### src/rtl/zcg_pkg.sv
package zcg_pkg;
    typedef enum logic [0:0] {
        ST_IDLE = 1'b0,
        ST_WAIT = 1'b1
    } zcg_state_e;
endpackage

### src/rtl/zcg_crossing_detect.sv
module zcg_crossing_detect #(
    parameter int SAMPLE_W    = 16,
    parameter int NEAR_THRESH = 4
) (
    input  logic                       clk,
    input  logic                       rst_n,
    input  logic                       sample_valid,
    input  logic signed [SAMPLE_W-1:0] sample,
    output logic                       zc_hit
);
    localparam logic signed [SAMPLE_W-1:0] THR_P = SAMPLE_W'(NEAR_THRESH);
    localparam logic signed [SAMPLE_W-1:0] THR_N = -THR_P;

    logic prev_sign;
    logic prev_seen;
    logic near_zero;
    logic sign_flip;

    always_ff @(posedge clk) begin
        if (!rst_n) begin
            prev_sign <= 1'b0;
            prev_seen <= 1'b0;
        end else if (sample_valid) begin
            prev_sign <= sample[SAMPLE_W-1];
            prev_seen <= 1'b1;
        end
    end

    always_comb begin
        near_zero = (sample > THR_N) && (sample < THR_P);
        sign_flip = prev_seen && (prev_sign != sample[SAMPLE_W-1]);
        zc_hit    = sample_valid && (near_zero || sign_flip);
    end

    // an exact zero sample is always a crossing
    assert_zero_is_crossing_R4: assert property (@(posedge clk) disable iff (!rst_n)
        (sample_valid && sample == '0) |-> zc_hit);

    // invalid samples never signal a crossing
    assert_invalid_ignored_R10: assert property (@(posedge clk) disable iff (!rst_n)
        !sample_valid |-> !zc_hit);
endmodule

### src/rtl/zcg_timeout.sv
module zcg_timeout #(
    parameter int TIMEOUT_W = 17
) (
    input  logic clk,
    input  logic rst_n,
    input  logic clear,
    input  logic run,
    output logic fire
);
    localparam logic [TIMEOUT_W-1:0] TOP = {TIMEOUT_W{1'b1}};

    logic [TIMEOUT_W-1:0] count;

    always_ff @(posedge clk) begin
        if (!rst_n || clear) begin
            count <= '0;
        end else if (run && count != TOP) begin
            count <= count + 1'b1;
        end
    end

    assign fire = run && (count == TOP);

    // with the counter not running and not cleared, the count holds
    assert_count_frozen_R6: assert property (@(posedge clk) disable iff (!rst_n)
        (!run && !clear) |=> $stable(count));

    // a running, uncleared count below the top advances by exactly one
    assert_count_step_R5: assert property (@(posedge clk) disable iff (!rst_n)
        (run && !clear && count != TOP) |=> count == $past(count) + 1'b1);
endmodule

### src/rtl/zcg_ctrl.sv
module zcg_ctrl
    import zcg_pkg::*;
#(
    parameter int GAIN_W = 8
) (
    input  logic              clk,
    input  logic              rst_n,
    input  logic              req_valid,
    input  logic [GAIN_W-1:0] req_gain,
    input  logic              zc_en,
    input  logic              zc_hit,
    input  logic              tmo_fire,
    output logic              tmo_clear,
    output logic              waiting,
    output logic [GAIN_W-1:0] gain_q
);
    zcg_state_e        state, state_nx;
    logic [GAIN_W-1:0] held_q;
    logic [GAIN_W-1:0] gain_nx, held_nx;

    // state register
    always_ff @(posedge clk) begin
        if (!rst_n) state <= ST_IDLE;
        else        state <= state_nx;
    end

    // next state and data
    always_comb begin
        state_nx = state;
        gain_nx  = gain_q;
        held_nx  = held_q;
        unique case (state)
            ST_IDLE: begin
                if (req_valid) begin
                    if (!zc_en) begin          // T_DIRECT
                        gain_nx = req_gain;
                    end else begin             // T_ARM
                        held_nx  = req_gain;
                        state_nx = ST_WAIT;
                    end
                end
            end
            ST_WAIT: begin
                if (!zc_en) begin              // T_BYPASS
                    gain_nx  = req_valid ? req_gain : held_q;
                    state_nx = ST_IDLE;
                end else if (req_valid) begin  // T_REARM
                    held_nx = req_gain;
                end else if (zc_hit || tmo_fire) begin // T_ZC / T_TIMEOUT
                    gain_nx  = held_q;
                    state_nx = ST_IDLE;
                end
            end
            default: state_nx = ST_IDLE;
        endcase
    end

    // output and data registers
    always_ff @(posedge clk) begin
        if (!rst_n) begin
            gain_q <= '1;
            held_q <= '1;
        end else begin
            gain_q <= gain_nx;
            held_q <= held_nx;
        end
    end

    assign waiting   = (state == ST_WAIT);
    assign tmo_clear = (state != ST_WAIT) || (req_valid && zc_en);

    // ungated request from idle lands on the next edge
    assert_direct_apply_R2: assert property (@(posedge clk) disable iff (!rst_n)
        (state == ST_IDLE && req_valid && !zc_en) |=> (gain_q == $past(req_gain) && state == ST_IDLE));

    // a quiet gated wait keeps the output steady
    assert_hold_while_wait_R3: assert property (@(posedge clk) disable iff (!rst_n)
        (state == ST_WAIT && zc_en && !req_valid && !zc_hit && !tmo_fire) |=> ($stable(gain_q) && state == ST_WAIT));

    // arming ignores a same-cycle crossing
    assert_arm_ignores_zc_R9: assert property (@(posedge clk) disable iff (!rst_n)
        (state == ST_IDLE && req_valid && zc_en) |=> (state == ST_WAIT && $stable(gain_q)));

    // gating off during a wait ends it
    assert_bypass_exit_R8: assert property (@(posedge clk) disable iff (!rst_n)
        (state == ST_WAIT && !zc_en) |=> state == ST_IDLE);
endmodule

### src/rtl/zc_gain_updater.sv
module zc_gain_updater #(
    parameter int GAIN_W      = 8,
    parameter int SAMPLE_W    = 16,
    parameter int TIMEOUT_W   = 17,
    parameter int NEAR_THRESH = 4
) (
    input  logic                       clk,
    input  logic                       rst_n,
    input  logic                       req_valid,
    input  logic [GAIN_W-1:0]          req_gain,
    input  logic                       zc_en,
    input  logic                       timeout_dis,
    input  logic                       sample_valid,
    input  logic signed [SAMPLE_W-1:0] sample,
    output logic [GAIN_W-1:0]          gain_out,
    output logic                       pending
);
    logic zc_hit;
    logic tmo_fire;
    logic tmo_clear;
    logic waiting;

    zcg_crossing_detect #(
        .SAMPLE_W   (SAMPLE_W),
        .NEAR_THRESH(NEAR_THRESH)
    ) u_detect (
        .clk         (clk),
        .rst_n       (rst_n),
        .sample_valid(sample_valid),
        .sample      (sample),
        .zc_hit      (zc_hit)
    );

    zcg_timeout #(
        .TIMEOUT_W(TIMEOUT_W)
    ) u_timeout (
        .clk  (clk),
        .rst_n(rst_n),
        .clear(tmo_clear),
        .run  (waiting && !timeout_dis),
        .fire (tmo_fire)
    );

    zcg_ctrl #(
        .GAIN_W(GAIN_W)
    ) u_ctrl (
        .clk      (clk),
        .rst_n    (rst_n),
        .req_valid(req_valid),
        .req_gain (req_gain),
        .zc_en    (zc_en),
        .zc_hit   (zc_hit),
        .tmo_fire (tmo_fire),
        .tmo_clear(tmo_clear),
        .waiting  (waiting),
        .gain_q   (gain_out)
    );

    assign pending = waiting;

    // timeout disabled and nothing else happening means the wait persists
    assert_no_forced_update_R6: assert property (@(posedge clk) disable iff (!rst_n)
        (pending && timeout_dis && zc_en && !req_valid && !zc_hit) |=> pending);

    // first cycle out of reset is idle
    assert_reset_idle_R1: assert property (@(posedge clk)
        !rst_n |=> (!pending && gain_out == '1));
endmodule

### config.mk
export PLATFORM = sky130hd
export DESIGN_NAME = zc_gain_updater
export DESIGN_NICKNAME = d
export VERILOG_FILES = /design/src/rtl/zcg_pkg.sv /design/src/rtl/zcg_crossing_detect.sv /design/src/rtl/zcg_timeout.sv /design/src/rtl/zcg_ctrl.sv /design/src/rtl/zc_gain_updater.sv
export SDC_FILE = /design/constraint.sdc
export NUM_CORES = 1
export LEC_CHECK = 0
export ABC_CLOCK_PERIOD_IN_PS = 3900
export BUFFER_PORTS_ARGS = -buffer_cell sky130_fd_sc_hd__buf_4
export CAP_MARGIN = 20
export CORE_ASPECT_RATIO = 0.75
export CORE_MARGIN = 3
export CORE_UTILIZATION = 57
export CTS_CLUSTER_SIZE = 28
export DETAILED_ROUTE_END_ITERATION = 8
export PLACE_DENSITY_LB_ADDON = 0.1
export SLEW_MARGIN = 10
export SYNTH_ARGS = -nofsm -noshare
export SYNTH_HDL_FRONTEND = slang
export SYNTH_HIERARCHICAL = 1
export SYNTH_SLANG_ARGS = --single-unit
### constraint.sdc
create_clock -name clk -period 3.9 [get_ports clk]
set_input_delay 0 -clock clk [delete_from_list [all_inputs] [get_ports clk]]
set_output_delay 0 -clock clk [all_outputs]
set_load 0.005 [all_outputs]
After elaboration in Yosys (flattened, before gate mapping)
Index checks and enable logic that the tools add are counted.
{"block": "op_classes", "n_lt_le_gt_ge": 2, "eq_ne": 9, "n_mux": 17, "n_reduce_logical": 15, "addsub": 1, "bitwise": 1}
{"cell": "2-to-1 mux 8 bit", "n": 9}
{"cell": "one-hot mux 8 bit (2 select lines)", "n": 2}
{"cell": "adder 17 x 1 -> 17 bit, second input constant", "n": 1}
{"cell": "== test 17 bit, second input constant", "n": 1}
{"cell": "!= test 17 bit, second input constant", "n": 1}
{"cell": "greater-than comparator 16 x 3 -> 1 bit, second input constant", "n": 1}
{"cell": "less-than comparator 16 x 4 -> 1 bit, second input constant", "n": 1}
{"cell": "!= test 2 bit, second input constant", "n": 4}
{"cell": "logical AND 1 bit", "n": 7}
{"cell": "!= test 3 bit, second input constant", "n": 2}
{"cell": "2-to-1 mux 1 bit", "n": 5}
{"cell": "logical OR 1 bit", "n": 4}
{"cell": "AND reduction 4 bit", "n": 1}
{"cell": "AND reduction 3 bit", "n": 1}
{"cell": "zero test 1 bit", "n": 2}
{"cell": "one-hot mux 1 bit (2 select lines)", "n": 1}
{"cell": "!= test 1 bit", "n": 1}
{"cell": "inverter 1 bit", "n": 1}
{"block": "totals", "in_bits": 30, "register_bits": 36, "out_inout_bits": 9}

Logic depth before layout (Yosys ltp)
{"block": "depth", "ltp_word": 9, "depth_mapped": 10, "mapped_depth_nobuf": 8}

By module
The synthesis kept the hierarchy.
{"mod": "zcg_ctrl", "area_each_um2": 825.8, "n_inst": 1, "cells_per_inst": 93}
{"mod": "zcg_timeout", "area_each_um2": 784.5, "n_inst": 1, "cells_per_inst": 87}
{"mod": "zcg_crossing_detect", "area_each_um2": 148.9, "n_inst": 1, "cells_per_inst": 19}
{"mod": "zc_gain_updater", "area_each_um2": 13.8, "n_inst": 1, "cells_per_inst": 1}

Worst setup path after synthesis
Ideal clock, no wire load.
{"block": "synth_path", "path_type": "register -> register", "from": "register u_timeout.count[5]", "to": "register u_ctrl.gain_q[0]", "period_less_slack_ps": 2044, "path_slack_ps": 1856, "arrival_time_ps": 1965, "path_stages_with_launch": 11, "cell_sequence": "dfxtp_1 > and4_1 > buf_6 > nand2_4 > nor3_1 > ha_1 > and2_1 > or3b_1 > and4_4 > buf_6 > a32oi_2"}
{"block": "synth_via", "elab_chain_cells": 5}
{"item": "start: declaration", "line": "zcg_timeout.sv:12", "source": "logic [TIMEOUT_W-1:0] count;"}
{"item": "start signal: assignment", "line": "zcg_timeout.sv:18", "source": "count <= count + 1'b1;"}
{"item": "== test 17 bit", "line": "zcg_timeout.sv:22", "source": "assign fire = run && (count == TOP);"}
{"item": "logical AND 1 bit", "line": "zcg_timeout.sv:22"}
{"item": "via tmo_fire", "line": "zc_gain_updater.sv:19", "source": "logic tmo_fire;"}
{"item": "logical OR 1 bit", "line": "zcg_ctrl.sv:49", "source": "end else if (zc_hit || tmo_fire) begin"}
{"item": "!= test 3 bit (no line)"}
{"item": "AND reduction 4 bit (no line)"}
{"item": "end signal: assignment", "line": "zcg_ctrl.sv:64", "source": "gain_q <= gain_nx;"}
{"item": "end: declaration", "line": "zcg_ctrl.sv:15", "source": "output logic [GAIN_W-1:0] gain_q"}
The timed path passes the listed nets, and every way through them passes these cells.
A chain may end at the register's enable or synchronous reset.

Final worst setup path
{"block": "layout_path", "from": "register u_timeout.count[4]", "to": "register u_ctrl.state, in the netlist u_ctrl/waiting"}
{"block": "layout_via", "elab_chain_cells": 7}
{"item": "== test 17 bit", "line": "zcg_timeout.sv:22"}
{"item": "logical AND 1 bit", "line": "zcg_timeout.sv:22"}
{"item": "via tmo_fire", "line": "zc_gain_updater.sv:19"}
{"item": "logical OR 1 bit", "line": "zcg_ctrl.sv:49"}
{"item": "2-to-1 mux 1 bit", "line": "zcg_ctrl.sv:49"}
{"item": "2-to-1 mux 1 bit", "line": "zcg_ctrl.sv:47", "source": "end else if (req_valid) begin"}
{"item": "2-to-1 mux 1 bit", "line": "zcg_ctrl.sv:44", "source": "if (!zc_en) begin"}
{"item": "one-hot mux 1 bit (2 select lines)", "line": "zcg_ctrl.sv:32", "source": "unique case (state)"}
{"item": "end signal: assignment", "line": "zcg_ctrl.sv:24", "source": "else state <= state_nx;"}
{"item": "end: declaration", "line": "zcg_ctrl.sv:17", "source": "zcg_state_e state, state_nx;"}
The timed path passes the listed nets, and every way through them passes these cells.

==> summary.txt <==
CTS
  – Reg clk slew, reported paths: around 80 ps
  – CTS root buf: clkbuf_8
  – H-Tree Depth: 2
  – Cts bufs inserted: 5
  – Clock tree buffer depth: 2
  – Clock Latency Late Sink: ~300 ps
  – Cts hold-fix bufs: 19
  – Num Clock Sinks: 36
  – CTS tree: yes
  – Setup Buffers After CTS: 0
  – Resized Gates After CTS: 0

Logic synthesis
  – Largest area contributor in the netlist: dfxtp_1
  – Yosys top cell area share: 0.406
  – Flops & latches, synth: 36
  – Syn Inst Count: 200
  – Syn_nets: between 200 and 250
  – Netlist Area Pre-Place: approximately 1800 sq um
  – Synth warnings: 6
  – Area contributors post-synth: dfxtp_1 41%, a32oi_2 7.3%, nand2_1 5.5%, xor2_1 4.4%, nand3_1 3.4%
  – Mapped Avg Cell Area: 8.86 sq um
  – Netlist cell types: 39
  – Sequential element share of the synthesized area: 0.406

Drt
  – DR iter-0 viols: 109
  – DRC: 0
  – Top layer in use: met4
  – WL/cell: around 15 um
  – Metal-1 WL: between 1500 and 2000 um
  – Met2 wire length: 2100 um
  – Routed met3 length: ~290 um
  – Routed wire length: 4470 um
  – Drt first pass iters: 4
  – Vias per cell: ~5.7
  – Vias: between 1500 and 2000
  – Antenna Nets Post-Route: 0

Setup path
  – WS Path Type: flop to flop
  – Worst EP required: ~4100 ps
  – CP endpoint kind: flop
  – Crit-path max FO: 7
  – Startpoint types: flop
  – CP arrival: between 2000 and 3000 ps

Die
  – Die Width: 70.4 um
  – I/O pins: 39
  – Core ar.: 2780 sq um
  – Die area: roughly 3800 sq um
  – Row Count: 16
  – Initial core utilization: 0.637
  – DIE HEIGHT: around 54 um

STA
  – RSZ-0062 raised after global routing: false
  – Final setup TNS: 0 ps
  – Final worst path period need: 2420 ps
  – Slew Viols, Final: 0
  – Rel. slew slack: 0.606
  – Setup Viol. Count Final: 0
  – Max Freq: 412 MHz
  – Hold Vio Cnt, Final: 0
  – Clock Skew: between 9 and 10 ps
  – Final period util: 0.622
  – Final WS setup: between 1000 and 1500 ps
  – Tightest Pin Transition: 590 ps

Final layout
  – Most common cell after layout, fill and taps aside: buf_4
  – Post-Layout Inst Area: between 2000 and 2500 sq um
  – Leading cell types in the layout, fill and taps excluded: 38 x buf_4, 36 x dfxtp_1, 26 x nand2_1
  – Diode count: 0
  – Layout Nets: between 200 and 300
  – Area delta synth->final: 32.7%
  – Share of layout cells above drive strength 1: 0.239

Global routing
  – Total grt overflow: 0
  – Gr usage total: 0.261
  – Largest net degree at the start of global routing: 17
  – Initial antenna violation count: 0
  – Vias in the first global route: 1764
  – First-pass GRT wire length: between 7000 and 8000 um

Run
  – Max Cap Violations: 0

Pwr
  – Peak VDD IR: around 0.30 mV
  – P_leak: 0.963 nW
  – Power density cells: ~350 nW/um^2

Placement
  – Placer Congestion: about 0.8
  – Number of port buffers: 38
  – Placed inst area: approximately 2000 sq um
  – Pre-CTS setup slack: 1670 ps
  – Post-DP HPWL: slightly above 3000 um

Hold path
  – Hold WC Path Type: input pin to flop

Outcome
  – Outcome: finished, final reports clean
## kinds of logic after synthesis
kind of cell	share of synthesized area
fa+ha+maj	0.0141
simple gates	0.301
xor+xnor	0.0543
compound gates	0.154
buf+inv	0.0529
mux	0.0169
flops	0.406
## flip-flops by register name, indices dropped and copies added, names as in the netlist
name	flops
u_timeout/count	17
u_ctrl/held_q	8
u_detect/prev_seen	1
u_detect/prev_sign	1
u_ctrl/gain_q	8
u_ctrl/waiting	1
## worst paths after layout
path | start | to | slack [ps] | depth (start not counted)
min reg2reg | u_ctrl/gain_q[3] | u_ctrl/gain_q[3] | 480 | 2
max | u_timeout/count[4] | u_ctrl/waiting | 1480 | 9
min | sample[15] | u_detect/prev_sign | 20 | 3
max reg2reg | u_timeout/count[4] | u_ctrl/waiting | 1480 | 9
## layout make-up
class,count,area [sq um]
well taps,36,45.0
flip-flops and latches,36,721
fillers,164,430
inverters,11,41.3
multi-input cells,143,958
clock buffers,5,68.8
clock inverters,3,42.5
repair buffers,57,475
## cells in the mapped netlist, drive strengths merged
| library cell | n |
|---|---|
| clkbuf | 8 |
| nand2 | 27 |
| o211ai | 1 |
| and4b | 2 |
| nand2b | 1 |
| dfxtp | 36 |
| nand3 | 12 |
| mux2i | 3 |
| a21oi | 6 |
| o21a | 1 |
| and2 | 3 |
| and2b | 1 |
| buf | 2 |
| and4 | 3 |
| a31oi | 2 |
| xnor2 | 2 |
| nor2b | 4 |
| or4 | 3 |
| ha | 2 |
| xor2 | 9 |
| and3 | 1 |
| nor3 | 1 |
| or3 | 3 |
| nand4 | 8 |
| nand3b | 8 |
| nor4 | 3 |
| nor2 | 14 |
| or2 | 1 |
| o31ai | 2 |
| or3b | 1 |
| o21ai | 11 |
| a32oi | 8 |
| inv | 11 |
## per-stage QoR
stage	utilization	hold slack, ps	instances	power [mW]
6_report	0.845	16.6	291	0.825
5_1_grt	0.845	40.6	291	0.853
4_1_cts	0.845	10.2	291	0.826
3_5_place_dp	0.737	225	264	0.486
3_3_place_gp	0.737	214	264	0.481
2_1_floorplan	-	110	200	0.442
## power by group
group	switching (mW)	internal, mW	total, mW
clock	0.139	0.189	0.328
combinational	0.0473	0.0600	0.107
sequential	0.00979	0.380	0.390
total	0.196	0.629	0.825
## layer usage
layer / up-vias / global-route usage
met3: 16 / 0.0642
met2: 58 / 0.464
met5: - / 0
li1: 809 / -
met4: 0 / 0.153
met1: 784 / 0.293
## worst max-delay path: stages, from the launching register on
cell	delay [ps]
dfxtp_1	410
and4_1	390
nand2_4	110
nor3_1	210
ha_1	250
and2_1	170
nor2_1	50
a21oi_1	140
nor2_1	50
dlygate4sd3_1	540
Power figures use the tool's default switching activity.
